$ cat src/rtl/tplru8_pkg.sv
package tplru8_pkg;

    localparam int NWAYS   = 8;
    localparam int WAY_W   = $clog2(NWAYS);
    localparam int TREE_W  = NWAYS - 1;

    typedef logic [TREE_W-1:0] tree_t;
    typedef logic [WAY_W-1:0]  way_t;

    typedef enum logic {
        PICK_FILL = 1'b0,
        PICK_TREE = 1'b1
    } pick_src_e;

    // Apply the fixed steering pattern for an accessed way.
    function automatic tree_t tree_touch(input tree_t cur, input way_t w);
        tree_t nxt;
        nxt = cur;
        unique case (w)
            3'd0: begin nxt[0] = 1'b1; nxt[1] = 1'b1; nxt[3] = 1'b1; end
            3'd1: begin nxt[0] = 1'b1; nxt[1] = 1'b1; nxt[3] = 1'b0; end
            3'd2: begin nxt[0] = 1'b1; nxt[1] = 1'b0; nxt[4] = 1'b1; end
            3'd3: begin nxt[0] = 1'b1; nxt[1] = 1'b0; nxt[4] = 1'b0; end
            3'd4: begin nxt[0] = 1'b0; nxt[2] = 1'b1; nxt[5] = 1'b1; end
            3'd5: begin nxt[0] = 1'b0; nxt[2] = 1'b1; nxt[5] = 1'b0; end
            3'd6: begin nxt[0] = 1'b0; nxt[2] = 1'b0; nxt[6] = 1'b1; end
            default: begin nxt[0] = 1'b0; nxt[2] = 1'b0; nxt[6] = 1'b0; end
        endcase
        return nxt;
    endfunction

endpackage

$ cat src/rtl/tplru8_tree_mem.sv
module tplru8_tree_mem
    import tplru8_pkg::*;
#(
    parameter int SETS  = 128,
    parameter int SET_W = $clog2(SETS)
) (
    input  logic             clk,
    input  logic             rst_n,
    input  logic [SET_W-1:0] set_idx,
    input  logic             touch_en,
    input  way_t             touch_way,
    output tree_t            rd_tree
);

    tree_t tree_q [SETS];

    assign rd_tree = tree_q[set_idx];

    always_ff @(posedge clk or negedge rst_n) begin
        if (!rst_n) begin
            for (int s = 0; s < SETS; s++) begin
                tree_q[s] <= '0;
            end
        end else if (touch_en) begin
            tree_q[set_idx] <= tree_touch(tree_q[set_idx], touch_way);
        end
    end

    AST_HOLD_NO_TOUCH: assert property (@(posedge clk) disable iff (!rst_n)
        !touch_en |=> (set_idx != $past(set_idx)) || (rd_tree == $past(rd_tree)));

    AST_ROOT_STEER: assert property (@(posedge clk) disable iff (!rst_n)
        touch_en |=> (set_idx != $past(set_idx)) || (rd_tree[0] == ($past(touch_way) < 3'd4)));

endmodule

$ cat src/rtl/tplru8_tree_walk.sv
module tplru8_tree_walk
    import tplru8_pkg::*;
(
    input  tree_t tree,
    output way_t  way
);

    logic upper;
    logic pair_hi;
    logic leaf_odd;

    always_comb begin
        upper = tree[0];
        if (upper) begin
            pair_hi  = tree[2];
            leaf_odd = pair_hi ? tree[6] : tree[5];
        end else begin
            pair_hi  = tree[1];
            leaf_odd = pair_hi ? tree[4] : tree[3];
        end
        way = {upper, pair_hi, leaf_odd};
    end

endmodule

$ cat src/rtl/tplru8_empty_pick.sv
module tplru8_empty_pick
    import tplru8_pkg::*;
(
    input  logic [NWAYS-1:0] valid_vec,
    output logic             any_empty,
    output way_t             empty_way
);

    logic [NWAYS-1:0] first_hot;

    // One-hot of the lowest clear valid flag.
    generate
        for (genvar i = 0; i < NWAYS; i++) begin : g_first
            if (i == 0) begin : g_base
                assign first_hot[i] = ~valid_vec[0];
            end else begin : g_rest
                assign first_hot[i] = ~valid_vec[i] & (&valid_vec[i-1:0]);
            end
        end
    endgenerate

    always_comb begin
        empty_way = '0;
        for (int i = 0; i < NWAYS; i++) begin
            if (first_hot[i]) empty_way = way_t'(i);
        end
    end

    assign any_empty = |first_hot;

    always_comb begin
        AST_FIRST_ONEHOT: assert ($onehot0(first_hot));
    end

endmodule

$ cat src/rtl/tplru8_sel.sv
module tplru8_sel
    import tplru8_pkg::*;
#(
    parameter int SETS  = 128,
    parameter int SET_W = $clog2(SETS)
) (
    input  logic             clk,
    input  logic             rst_n,
    input  logic [SET_W-1:0] set_idx,
    input  logic [7:0]       valid_vec,
    input  logic             touch_en,
    input  logic [2:0]       touch_way,
    output logic [2:0]       victim_way
);

    tree_t     cur_tree;
    way_t      tree_way;
    way_t      empty_way;
    logic      any_empty;
    pick_src_e src;

    tplru8_tree_mem #(.SETS(SETS), .SET_W(SET_W)) u_mem (
        .clk       (clk),
        .rst_n     (rst_n),
        .set_idx   (set_idx),
        .touch_en  (touch_en),
        .touch_way (touch_way),
        .rd_tree   (cur_tree)
    );

    tplru8_tree_walk u_walk (
        .tree (cur_tree),
        .way  (tree_way)
    );

    tplru8_empty_pick u_empty (
        .valid_vec (valid_vec),
        .any_empty (any_empty),
        .empty_way (empty_way)
    );

    assign src = any_empty ? PICK_FILL : PICK_TREE;

    always_comb begin
        unique case (src)
            PICK_FILL: victim_way = empty_way;
            PICK_TREE: victim_way = tree_way;
            default:   victim_way = tree_way;
        endcase
    end

    AST_FILL_IS_EMPTY: assert property (@(posedge clk) disable iff (!rst_n)
        (valid_vec != 8'hFF) |-> !valid_vec[victim_way]);

    AST_FILL_IS_LOWEST: assert property (@(posedge clk) disable iff (!rst_n)
        (valid_vec != 8'hFF) |-> ((valid_vec & ((8'd1 << victim_way) - 8'd1))
                                   == ((8'd1 << victim_way) - 8'd1)));

    AST_AVOID_TOUCHED: assert property (@(posedge clk) disable iff (!rst_n)
        touch_en |=> (set_idx != $past(set_idx)) || (tree_way != $past(touch_way)));

    AST_FULL_USES_TREE: assert property (@(posedge clk) disable iff (!rst_n)
        (valid_vec == 8'hFF) |-> (victim_way == tree_way));

endmodule

$ cat config.mk
export PLATFORM = sky130hd
export DESIGN_NAME = tplru8_sel
export DESIGN_NICKNAME = d
export VERILOG_FILES = /design/src/rtl/tplru8_pkg.sv /design/src/rtl/tplru8_tree_mem.sv /design/src/rtl/tplru8_tree_walk.sv /design/src/rtl/tplru8_empty_pick.sv /design/src/rtl/tplru8_sel.sv
export SDC_FILE = /design/constraint.sdc
export NUM_CORES = 2
export LEC_CHECK = 0
export CAP_MARGIN = 10
export CORE_MARGIN = 2
export CORE_UTILIZATION = 43
export CTS_CLUSTER_SIZE = 14
export DETAILED_ROUTE_END_ITERATION = 16
export DONT_BUFFER_PORTS = 1
export PLACE_DENSITY = 0.57
export REMOVE_ABC_BUFFERS = 1
export SYNTH_ARGS = -nofsm -noshare
export SYNTH_HDL_FRONTEND = slang
export SYNTH_HIERARCHICAL = 1
export SYNTH_SLANG_ARGS = --single-unit
$ cat constraint.sdc
create_clock -name clk -period 7.1 [get_ports clk]
set_input_delay 0.71 -clock clk [delete_from_list [all_inputs] [get_ports clk]]
set_output_delay 0.71 -clock clk [all_outputs]
set_load 0.05 [all_outputs]
==> metrics <==
Worst Path Required 6.39 ns; Slew HR -2.36; Synth Area in XOR/XNOR 0; initial antenna violation count 2; Compound-Gate Fraction of Synth Area 0.228; Max Cap Viol 0; Synth Area in Simple Gates 0.132; Max rail drop VDD 202 uV; clock slew at reported path FFs 0.06 ns; worst-path maximum fanout 37; maximum clock insertion buffer count 3; TritonCTS clock tree built; clk_lat worst skew 0.69 ns; mux contribution to synthesized area 0.0372; largest family of logic cells by synthesized area compound AO/OA/AOI/OAI gates; Cell Area, Synth 0.0405 mm2; part of the power in registers 0.483; clk sinks 896; Synth Area in Adders 0; sequential share of the synthesized area 0.554; Synth Register Bits 896; die area 0.0967 mm2; Switch Pwr 0.00319 W; Routed WL 143000 um; nets@finish 4015; Layout Utilization 0.471; largest net degree at the start of global routing 897; critical path class input pin to primary output; Via Count 32000; Overflow after GRT 0; io pins 24; Combinational Power Share 0.097; Fillers 8911; number of H-tree levels 3; minimum clock period 5.59 ns; clock skew 0.0391 ns; failing checks negative hold slack, max-slew violations; most flop-heavy register u_mem/tree_q; share of cells above drive strength 1 0.0962; max reg flops 896; post-detail-place hpwl 85900 um; area of the multi-input gates 0.0162 mm2; max-slew violation count 792; Final Setup Violations 0; Initial Util 0.434; Die W 311 um; Crit. End Element primary output; GRT Total Usage 0.295; clock power share 0.420; Residual DRC 0; Hold Slack -0.243 ns; fin crit share 0.788; power density over the cells 275 mW/mm2; PortBufs 0; Core Area 0.0933 mm2; First-pass DRT Iterations 6; RD Place Congestion 0.917; Startpoint Class input pin; P_leak 18.9 nW; post-synthesis cell type count 77; Clock Tree Root clkbuf_16; FMAX 179 MHz; Reg area 0.0224 mm2; Worst EP arrival 4.88 ns; RSZ-0062 raised after global routing no; ANT nets after route 0; vias in the first global route 30900; Post-synth top flop dfrtp_1; post_cts resized 0; Die Ht 311 um; Sw Ratio 0.264; Post-synth EDFFs 0; syn_area_per_cell 9.55 um2; Int Power 0.00890 W; Cell Rows 112; Synth async-reset ratio 1.00; actual slew at the worst max-slew pin 5.04 ns; post-DR vias/cell 6.02; Largest regs u_mem/tree_q (896); Min-Delay Path Class input pin to asynchronous set/reset pin; WL per Instance 26.9 um; status finished, violations left; area delta synth->final 8.49%; global-route wire length before repair 214000 um; DRT iter0 DRCs 3702; synthesis warning total 6; final hold vios 93; Num CTS Buffers 97; Gate Count Post-Synth 4241; setup TNS 0 ns
[per-stage QoR]
step / worst slack, ns / std cells / total power, W / area (um2) / hold WS [ns]
2_1_floorplan: 0.130 / 3836 / 0.00656 / 38500 / 0.414
5_1_grt: 1.56 / 5317 / 0.0125 / 43900 / -0.271
4_1_cts: 1.72 / 5317 / 0.0121 / 43900 / -0.240
3_5_place_dp: 1.72 / 5149 / 0.00708 / 40800 / 0.458
6_report: 1.51 / 5319 / 0.0121 / 43900 / -0.243
3_3_place_gp: 1.88 / 5149 / 0.00705 / 40800 / 0.453
[cell type report]
class,instances,area share
inverter,9,0.000797
multi-input combinational,2931,0.369
antenna,2,0.000114
sequential,896,0.510
clock buffer,137,0.0649
timing repair buffer,59,0.0124
tap,1254,0.0357
clock inverter,31,0.00700
[worst max-delay path, stage by stage]
cell      delay [ns]
inv_1           0.77
nand2_1         0.65
nor2_1          0.84
o21ai_0         0.34
and4_1          0.30
o211ai_1        0.23
mux2i_1         0.14
mux2i_1         0.42
mux2_2          0.44
[timing repair]
action | CTS | global route
hold endpoints to repair | 896 | 839
setup endpoints to repair | 0 | 0
setup buffers | 0 | 0
[power by group through the flow]
stage          clock network, W  registers [W]  logic (W)
2_1_floorplan                 0        0.00584   0.000724
5_1_grt                 0.00536        0.00589    0.00129
6_report                0.00507        0.00584    0.00117
3_3_place_gp                  0        0.00591    0.00114
4_1_cts                 0.00514        0.00583    0.00116
3_5_place_dp                  0        0.00592    0.00116
[kinds of logic (layout without fill, tap and decap cells)]
kind of cell,count (synthesis),in the layout
other,0,2
AOI/OAI and AO/OA,1484,1484
buffers and inverters,414,236
DFF,896,896
and+or+nand+nor,1327,1327
muxes,120,120
[final timing paths]
check / start / to / slack (ns) / cells after the start
worst max-delay path: set_idx[3] / victim_way[0] / 1.51 / 9
worst min-delay path: rst_n / u_mem/tree_q[252]$_DFFE_PN0P_ / -0.24 / 0
worst max register to register: u_mem/tree_q[25]$_DFFE_PN0P_ / u_mem/tree_q[620]$_DFFE_PN0P_ / 3.17 / 9
worst min register to register: u_mem/tree_q[489]$_DFFE_PN0P_ / u_mem/tree_q[489]$_DFFE_PN0P_ / 0.47 / 2
max in group asynchronous: rst_n / u_mem/tree_q[471]$_DFFE_PN0P_ / 3.43 / 0
min in group clk: touch_way[2] / u_mem/tree_q[259]$_DFFE_PN0P_ / 0.16 / 1
[cell usage after synthesis, types with 14 or more instances]
library cell	n	area share
a211oi_1	14	0.0026
a21oi_1	65	0.0080
a221o_1	23	0.0057
a221oi_1	118	0.026
a22o_1	43	0.0093
a22oi_1	120	0.022
buf_2	68	0.0084
buf_4	18	0.0033
buf_6	14	0.0039
clkbuf_1	283	0.026
dfrtp_1	896	0.55
mux2_2	30	0.0083
mux2i_1	68	0.017
mux4_2	21	0.012
nand2_1	1107	0.10
nand2b_1	18	0.0028
nand3_1	16	0.0020
nor2_1	71	0.0066
nor2b_1	28	0.0043
nor3_1	25	0.0031
o21ai_0	839	0.10
o21ai_1	33	0.0041
o21ai_2	90	0.019
o221ai_1	16	0.0035
o22ai_1	28	0.0043
[placed cells by master, fill, tap and decap left out, types with 30 or more instances in the layout]
master,instances
nand2_1,1107
dfrtp_1,896
clkbuf_16,99
a22oi_1,120
buf_4,51
a22o_1,43
o21ai_1,31
mux2_2,30
nor2_1,70
a221oi_1,118
o21ai_2,90
mux2i_1,67
a21oi_1,65
o21ai_0,839
[routing by layer]
metal / up-vias / wire length (um) / global-route usage / part of all wire
met1: 15900 / 62000 / 0.417 / 0.43
met4: 6 / 6600 / 0.121 / 0.046
met5: - / 55 / 0 / 0.00038
met3: 328 / 12100 / 0.0668 / 0.084
met2: 1360 / 62200 / 0.436 / 0.44
li1: 14400 / - / - / -
Note: power is estimated with default switching activity, not from simulation.
